<file path="config.mk">
export PLATFORM = sky130hd
export DESIGN_NAME = irq_wake_ctrl
export DESIGN_NICKNAME = d
export VERILOG_FILES = /design/src/rtl/irq_wake_pkg.sv /design/src/rtl/irq_wake_ctl.sv /design/src/rtl/irq_wake_dp.sv /design/src/rtl/irq_wake_ctrl.sv
export SDC_FILE = /design/constraint.sdc
export NUM_CORES = 1
export LEC_CHECK = 0
export CORE_UTILIZATION = 58
export CTS_CLUSTER_SIZE = 28
export DETAILED_ROUTE_END_ITERATION = 12
export DONT_BUFFER_PORTS = 1
export GPL_ROUTABILITY_DRIVEN = 0
export PLACE_DENSITY = 0.78
export SLEW_MARGIN = 20
export SYNTH_ARGS = -nofsm -noshare
export SYNTH_HDL_FRONTEND = slang
export SYNTH_SLANG_ARGS = --single-unit
export TNS_END_PERCENT = 5
</file>
<file path="constraint.sdc">
create_clock -name clk -period 3.9 [get_ports clk]
set_clock_uncertainty 0.05 [all_clocks]
set_input_delay 0.975 -clock clk [delete_from_list [all_inputs] [get_ports clk]]
set_output_delay 0.975 -clock clk [all_outputs]
set_load 0.005 [all_outputs]
</file>
<file path="src/rtl/irq_wake_pkg.sv">
package irq_wake_pkg;
  localparam int REG_W   = 8;
  localparam int SRC_N   = 3;
  localparam int SRC_TMR = 0;
  localparam int SRC_CHG = 1;
  localparam int SRC_EXT = 2;
  localparam int GIE_BIT = 7;

  typedef enum logic [1:0] {
    RD_NONE,
    RD_ENABLE,
    RD_FLAG,
    RD_MASK
  } rdSel_e;

  typedef struct packed {
    logic   wrEnable;
    logic   wrFlag;
    logic   wrMask;
    logic   snapLoad;
    logic   accept;
    logic   retn;
    rdSel_e rdSel;
  } ctlStrobe_t;
endpackage

</file>
<file path="src/rtl/irq_wake_ctl.sv">
module irq_wake_ctl
  import irq_wake_pkg::*;
#(
  parameter int                ADDR_W      = 4,
  parameter logic [ADDR_W-1:0] ENABLE_ADDR = 4'hE,
  parameter logic [ADDR_W-1:0] FLAG_ADDR   = 4'hF,
  parameter logic [ADDR_W-1:0] MASK_ADDR   = 4'h9
) (
  input  logic              busWe,
  input  logic [ADDR_W-1:0] busAddr,
  input  logic              portRead,
  input  logic              intAccept,
  input  logic              intReturn,
  output ctlStrobe_t        strb
);
  logic hitEnable, hitFlag, hitMask;

  assign hitEnable = (busAddr == ENABLE_ADDR);
  assign hitFlag   = (busAddr == FLAG_ADDR);
  assign hitMask   = (busAddr == MASK_ADDR);

  always_comb begin
    strb          = '0;
    strb.wrEnable = busWe && hitEnable;
    strb.wrFlag   = busWe && hitFlag;
    strb.wrMask   = busWe && hitMask;
    strb.snapLoad = portRead;
    strb.accept   = intAccept;
    strb.retn     = intReturn;
    if (hitEnable)    strb.rdSel = RD_ENABLE;
    else if (hitFlag) strb.rdSel = RD_FLAG;
    else if (hitMask) strb.rdSel = RD_MASK;
    else              strb.rdSel = RD_NONE;
  end

  // at most one register write strobe per cycle
  always_comb begin
    a_one_write_r2: assert ($onehot0({strb.wrEnable, strb.wrFlag, strb.wrMask}))
      else $error("more than one register write decoded");
  end
endmodule

</file>
<file path="src/rtl/irq_wake_dp.sv">
module irq_wake_dp
  import irq_wake_pkg::*;
#(
  parameter int PORT_W      = 8,
  parameter int SYNC_STAGES = 2
) (
  input  logic             clk,
  input  logic             rstN,
  input  ctlStrobe_t       strb,
  input  logic [REG_W-1:0] busWdata,
  input  logic             timerOvf,
  input  logic             extPin,
  input  logic             extEdgeSel,
  input  logic [PORT_W-1:0] portPins,
  output logic [REG_W-1:0] busRdata,
  output logic             irqReq,
  output logic             wakeUp
);
  localparam int SYNC_W = PORT_W + 1;

  logic [SYNC_STAGES-1:0][SYNC_W-1:0] syncPipe;
  logic [SYNC_W-1:0] rawIn, syncOut;
  logic [PORT_W-1:0] portSync, portSnap, wakeMask;
  logic              extSync, extPrev, extEvt, chgEvt;
  logic              gie;
  logic [SRC_N-1:0]  armBits, flags, flagSet, flagNext, pending;

  assign rawIn = {extPin, portPins};

  for (genvar s = 0; s < SYNC_STAGES; s++) begin : g_sync
    if (s == 0) begin : g_first
      always_ff @(posedge clk or negedge rstN)
        if (!rstN) syncPipe[s] <= '0;
        else       syncPipe[s] <= rawIn;
    end else begin : g_next
      always_ff @(posedge clk or negedge rstN)
        if (!rstN) syncPipe[s] <= '0;
        else       syncPipe[s] <= syncPipe[s-1];
    end
  end

  assign syncOut  = syncPipe[SYNC_STAGES-1];
  assign extSync  = syncOut[PORT_W];
  assign portSync = syncOut[PORT_W-1:0];

  // edge and change detection
  assign extEvt = extEdgeSel ? (extSync && !extPrev) : (!extSync && extPrev);
  assign chgEvt = |((portSync ^ portSnap) & wakeMask);

  always_ff @(posedge clk or negedge rstN) begin
    if (!rstN) begin
      extPrev  <= 1'b0;
      portSnap <= '0;
      wakeMask <= '0;
    end else begin
      extPrev <= extSync;
      if (strb.snapLoad) portSnap <= portSync;
      if (strb.wrMask)   wakeMask <= busWdata[PORT_W-1:0];
    end
  end

  // flags: written zeros clear, events always set
  always_comb begin
    flagSet          = '0;
    flagSet[SRC_TMR] = timerOvf;
    flagSet[SRC_CHG] = chgEvt;
    flagSet[SRC_EXT] = extEvt;
    flagNext = flags;
    if (strb.wrFlag) flagNext = flagNext & busWdata[SRC_N-1:0];
    flagNext = flagNext | flagSet;
  end

  always_ff @(posedge clk or negedge rstN) begin
    if (!rstN) begin
      flags   <= '0;
      armBits <= '0;
      gie     <= 1'b0;
    end else begin
      flags <= flagNext;
      if (strb.wrEnable) armBits <= busWdata[SRC_N-1:0];
      if (strb.accept)        gie <= 1'b0;
      else if (strb.retn)     gie <= 1'b1;
      else if (strb.wrEnable) gie <= busWdata[GIE_BIT];
    end
  end

  assign pending = flags & armBits;
  assign wakeUp  = |pending;
  assign irqReq  = gie && wakeUp;

  always_comb begin
    case (strb.rdSel)
      RD_ENABLE: busRdata = {gie, {(REG_W-SRC_N-1){1'b1}}, armBits};
      RD_FLAG:   busRdata = REG_W'(flags);
      RD_MASK:   busRdata = REG_W'(wakeMask);
      default:   busRdata = '0;
    endcase
  end

  // ---------------- assertions ----------------
  p_timer_sets_r3: assert property (@(posedge clk) disable iff (!rstN)
    timerOvf |=> flags[SRC_TMR]);

  p_flag_sticky_r6: assert property (@(posedge clk) disable iff (!rstN)
    !strb.wrFlag |=> ((flags & $past(flags)) == $past(flags)));

  p_accept_clears_r8: assert property (@(posedge clk) disable iff (!rstN)
    strb.accept |=> !gie);

  p_return_sets_r8: assert property (@(posedge clk) disable iff (!rstN)
    (strb.retn && !strb.accept) |=> gie);

  p_irq_implies_wake_r9: assert property (@(posedge clk) disable iff (!rstN)
    irqReq |-> wakeUp);

  p_snap_clears_chg_r5: assert property (@(posedge clk) disable iff (!rstN)
    (strb.snapLoad && !strb.wrMask && $stable(portSync)) |=> !chgEvt);
endmodule

</file>
<file path="src/rtl/irq_wake_ctrl.sv">
module irq_wake_ctrl
  import irq_wake_pkg::*;
#(
  parameter int                 PORT_W      = 8,
  parameter int                 SYNC_STAGES = 2,
  parameter int                 ADDR_W      = 4,
  parameter logic [ADDR_W-1:0]  ENABLE_ADDR = 4'hE,
  parameter logic [ADDR_W-1:0]  FLAG_ADDR   = 4'hF,
  parameter logic [ADDR_W-1:0]  MASK_ADDR   = 4'h9,
  parameter int                 VEC_W       = 10,
  parameter logic [VEC_W-1:0]   IRQ_VECTOR  = 10'h008
) (
  input  logic              clk,
  input  logic              rstN,
  input  logic              busWe,
  input  logic [ADDR_W-1:0] busAddr,
  input  logic [7:0]        busWdata,
  output logic [7:0]        busRdata,
  input  logic              portRead,
  input  logic              timerOvf,
  input  logic              extPin,
  input  logic              extEdgeSel,
  input  logic [PORT_W-1:0] portPins,
  input  logic              intAccept,
  input  logic              intReturn,
  output logic              irqReq,
  output logic              wakeUp,
  output logic [VEC_W-1:0]  irqVector
);
  ctlStrobe_t strb;

  irq_wake_ctl #(
    .ADDR_W(ADDR_W), .ENABLE_ADDR(ENABLE_ADDR),
    .FLAG_ADDR(FLAG_ADDR), .MASK_ADDR(MASK_ADDR)
  ) u_ctl (
    .busWe(busWe), .busAddr(busAddr), .portRead(portRead),
    .intAccept(intAccept), .intReturn(intReturn), .strb(strb)
  );

  irq_wake_dp #(.PORT_W(PORT_W), .SYNC_STAGES(SYNC_STAGES)) u_dp (
    .clk(clk), .rstN(rstN), .strb(strb), .busWdata(busWdata),
    .timerOvf(timerOvf), .extPin(extPin), .extEdgeSel(extEdgeSel),
    .portPins(portPins), .busRdata(busRdata), .irqReq(irqReq),
    .wakeUp(wakeUp)
  );

  assign irqVector = IRQ_VECTOR;
endmodule

</file>
# Word level (Yosys, flattened, before mapping)
# Cells that the tools add are included.
# totals
ff_bits	42
wordCells	39
input_bits	29
# classes
n_mux	9
bitwise_logic	5
n_eq_ne	6
n_reduce_logical	11
# ops
op	n
$pmux W8 S3	1
$eq A4 B4 Y1 const B	3
$and A8 B8 Y8	1
$reduce_or A8 Y1	1
$xor A8 B8 Y8	1
$and A3 B3 Y3	2
$logic_and A1 B1 Y1	6
$mux W2	3
$eq A2 B2 Y1 const B	2
$mux W1	4
$mux W3	1
$or A3 B3 Y3	1
$reduce_bool A3 Y1	1
$reduce_or A3 Y1	1
$eq A2 B1 Y1 const B	1
$logic_not A1 Y1	2

# Longest topological paths before layout
# logic_depth
ltp_word	6
ltp_mapped	6
depth_no_buf	4

# By module
# From an unflattened synthesis, not the netlist that was laid out.
# hier_totals
hier_cells	139
hier_area_um2	1769.2
# by_module_without_submodules
module	instances	area_per_inst_um2	cells_each
irq_wake_dp	1	1605.3	113
irq_wake_ctrl	1	82.6	12
irq_wake_ctl	1	81.3	14

# Worst setup path before layout
# No wires, ideal clock.
# synth_timing
kind	input to output
start	input port busAddr[0]
end	output port busRdata[7]
n_path_buf	2
path_stages	4
path_slack_ns	1.119
t_arrival_ns	1.756
path_cell_list	buf_6 nor4bb_1 clkbuf_1 a22o_1
# synth_between
elab_chain_len	6
elab_cells_between_ends	10
# synth_lines
element	line_no	source
start: declaration	irq_wake_ctrl.sv:16	input logic [ADDR_W-1:0] busAddr,
$eq A4 B4 Y1	irq_wake_ctl.sv:20	assign hitMask = (busAddr == MASK_ADDR);
$mux W2	irq_wake_ctl.sv:32	else if (hitMask) strb.rdSel = RD_MASK;
$mux W2	irq_wake_ctl.sv:31	else if (hitFlag) strb.rdSel = RD_FLAG;
$mux W2 *	irq_wake_ctl.sv:30	if (hitEnable) strb.rdSel = RD_ENABLE;
$eq A2 B2 Y1 or $eq A2 B1 Y1 (tied branches)	irq_wake_dp.sv:92	case (strb.rdSel)
$pmux W8 S3 *	irq_wake_dp.sv:92	
end: declaration	irq_wake_ctrl.sv:18	output logic [7:0] busRdata,
# Every way passes the cells marked *; elsewhere a longest branch is shown, timed or not.

# Worst setup path after layout
# layout_timing
start	input port busAddr[2]
end	output port busRdata[7]
# The elaborated chain is that of the path after synthesis.

==> results.toml <==
[routing]
via_per_inst = 5.70
antenna_left = 0
pre_antenna_drt_iters = 4
wl_mm = 2.66
drt_iter0_markers = 38
routedWlPerCell_um = 16.7
drt_drc_violations_left = 0
via_count = 907

[finish]
layout-area-overhead-vs-synth_pct = 2.25
final_cells = 159
num_antenna_cells = 0
fin_util_pct = 63.2
final_layout_size_suffix_gt1_share_pct = 24.2
multiInputGateArea_sq_um = 597
final_cell_area_sq_um = 1760
final.fill_count = 205
seqCellArea_sq_um = 1050
final_nets = 156

[timing]
unrepaired_setup_endpoints_after_global_routing = "no"
setup_total_negative_slack_ns = 0
hold_slack_ns = 0.253
final_hold_viol_count = 0
slew_headroom_pct = 58.5
worst_slew_pin_slew_ns = 0.620
fmax_ghz = 0.376
timing_max_transition_violations_final = 0
setup_viol_count_final = 0
share_of_the_cycle_needed_by_the_critical_path_after_routing_pct = 68.2
post-route-min-period_ns = 2.66

[synth]
synthArstFlopShare_pct = 100
seq_area_frac_synth_pct = 61.1
synth_largest_area_cell = "sky130_fd_sc_hd__dfrtp_1"
synth-edff-count = 0
ys_seq_elements = 42
syn_inst = 125
synth-main-ff-cell = "sky130_fd_sc_hd__dfrtp_1"
yosysTopAreaCellShare_pct = 61.1
synth.most_common_cell = "sky130_fd_sc_hd__dfrtp_1"
avgSynthCellArea_sq_um = 13.8
post_synth_top_cells = "sky130_fd_sc_hd__dfrtp_1 (42), sky130_fd_sc_hd__mux2_2 (19), sky130_fd_sc_hd__buf_4 (10)"
synth.lib_cells_used.distinct = 30
mappedNetlistArea_sq_um = 1720
yosys-top-cells-area = "sky130_fd_sc_hd__dfrtp_1 (61%), sky130_fd_sc_hd__mux2_2 (12%), sky130_fd_sc_hd__buf_4 (4.4%)"
synth_warnings = 0

[global_routing]
groute.layer.met2.usage_pct = 30.9
grt_overflow = 0
grt_pass1_wl_mm = 4.41
layer_carrying_the_most_global_route_usage = "met2"
grt_util_met1_pct = 22.2
groute.layer.met3.usage_pct = 8.29
grt_max_degree = 43
number_of_antenna_violations_at_the_first_check_in_global_routing = 0
grt_util_all_layers_pct = 19.0
first_global_vias = 954

[critical_path]
timing.rr.end = "u_dp.flags[1]$_DFF_PN0_"
critPathLaunch = "busAddr[2]"
timing.reg2reg.setup_slack_ns = 2.56
timing.rr.start = "u_dp.portSnap[2]$_DFFE_PN0P_"
worst_setup_path_start_kind = "primary input"
worstRegToRegCells = 4
cp_max_fo = 8
worst_setup_endpoint = "busRdata[7]"
setup.worst_path.end_class = "output port"
required_ns = 2.87
cp.arrival_ns = 1.63
path_class = "in2out"

[outcome]
outcome = "completed"

[power_and_ir_drop]
ir_worst_vdd_mv = 0.362
static-leakage-power_nw = 0.800
total_power_divided_by_cell_area_nw_per_um2 = 460

[placement]
detailedPlacementHpwl_mm = 1.97
placedInstanceArea_sq_um = 1700
placement.io_buffers = 0
post-place-cells = 151

[hold_path]
hold_class = "in2async"

[clocking]
clock_sinks = 42
cts_inserted_buffers = 5
cts_max_path_buffers = 2
cts.clk_slew.worst_paths_ns = 0.13
cts_tree = "done"
cts_hold_buffers = 0
cts_root_buffer = "sky130_fd_sc_hd__clkbuf_4"
post_cts_buffers = 0
cts_resized = 0
insertion_delay_ns = 0.35
cts.htree.levels = 2

[floorplanning]
start_util_pct = 61.9
dieArea_sq_um = 3190
ios = 49
placement_rows = 19
die-width_um = 56.5
die_y_um = 56.5
core_sq_um = 2780

[job]
max-cap-violations = 0
-- cell families after synthesis --
kind of cell / after synthesis / share of synthesized area, %
AND/OR/NAND/NOR: 17 / 6.69
flip-flops: 42 / 61.1
AO/OA/AOI/OAI: 19 / 7.56
other: 2 / 0.437
XOR/XNOR: 8 / 4.07
buffers and inverters: 15 / 5.96
multiplexers: 22 / 14.2
-- area by class of cell --
| cell class | count | share of cell area, % |
|---|---|---|
| clock buffers | 5 | 2.13 |
| clock inverters | 3 | 1.35 |
| inverters | 1 | 0.213 |
| multi-input cells | 76 | 33.9 |
| flip-flops and latches | 42 | 59.7 |
| well taps | 31 | 2.20 |
| repair buffers | 1 | 0.427 |
-- registers in the layout, indices dropped and copies added (netlist names) --
register,cells
u_dp.wakeMask,8
u_dp.extPrev,1
u_dp.gie,1
u_dp.syncOut,9
u_dp.flags,3
u_dp.syncPipe,9
u_dp.armBits,3
u_dp.portSnap,8
-- layer usage --
metal | routed length [um] | vias to the layer above
li1 | - | 418
met1 | 1030 | 442
met2 | 1360 | 42
met3 | 237 | 5
met4 | 33 | 0
met5 | 0 | -
-- critical path: stages --
cell and delay (ns):
sky130_fd_sc_hd__nor4bb_1 0.27, sky130_fd_sc_hd__buf_4 0.21, sky130_fd_sc_hd__a22o_1 0.18
-- stage by stage --
| stage | setup slack [ns] | power (mW) |
|---|---|---|
| 3_5_place_dp | 1.24 | 0.605 |
| 2_1_floorplan | 1.12 | 0.594 |
| 4_1_cts | 1.23 | 0.820 |
| 6_report | 1.24 | 0.810 |
| 5_1_grt | 1.17 | 0.852 |
| 3_3_place_gp | 1.27 | 0.598 |
-- cell usage in the layout, fill, tap and decap left out, drive strengths merged --
master	count
nand2b	1
xor2	8
nor2b	1
nand2	8
or2	1
nor2	1
mux2i	3
mux2	19
a31oi	1
conb	10
inv	2
nand4	1
o211ai	1
o21ai	6
nand3	1
nor4b	1
a222oi	1
nor4bb	1
a22oi	2
a21o	4
clkbuf	5
and4b	1
clkinvlp	2
a22o	2
buf	1
a221oi	1
a21oi	1
dfrtp	42
-- how the worst min path moves through the flow --
stage	start	to	slack [ns]	cells after the start
floorplan	u_dp.syncPipe[0]$_DFF_PN0_	u_dp.syncOut[0]$_DFF_PN0_	0.28	0
global placement	u_dp.syncPipe[5]$_DFF_PN0_	u_dp.syncOut[5]$_DFF_PN0_	0.28	0
detailed placement	u_dp.syncPipe[1]$_DFF_PN0_	u_dp.syncOut[1]$_DFF_PN0_	0.28	0
CTS	rstN	u_dp.gie$_DFFE_PN0P_	0.23	0
global route	rstN	u_dp.gie$_DFFE_PN0P_	0.22	0
finish	rstN	u_dp.syncPipe[1]$_DFF_PN0_	0.25	0
-- report_power, final --
part	switching, mW	internal (mW)	leakage, nW	total, mW
Clock	0.143	0.0722	0.0278	0.215
Sequential	0.0326	0.482	0.489	0.514
Combinational	0.0306	0.0500	0.283	0.0806
Total	0.206	0.604	0.800	0.810
No activity file was read; power rests on OpenSTA's default activity.
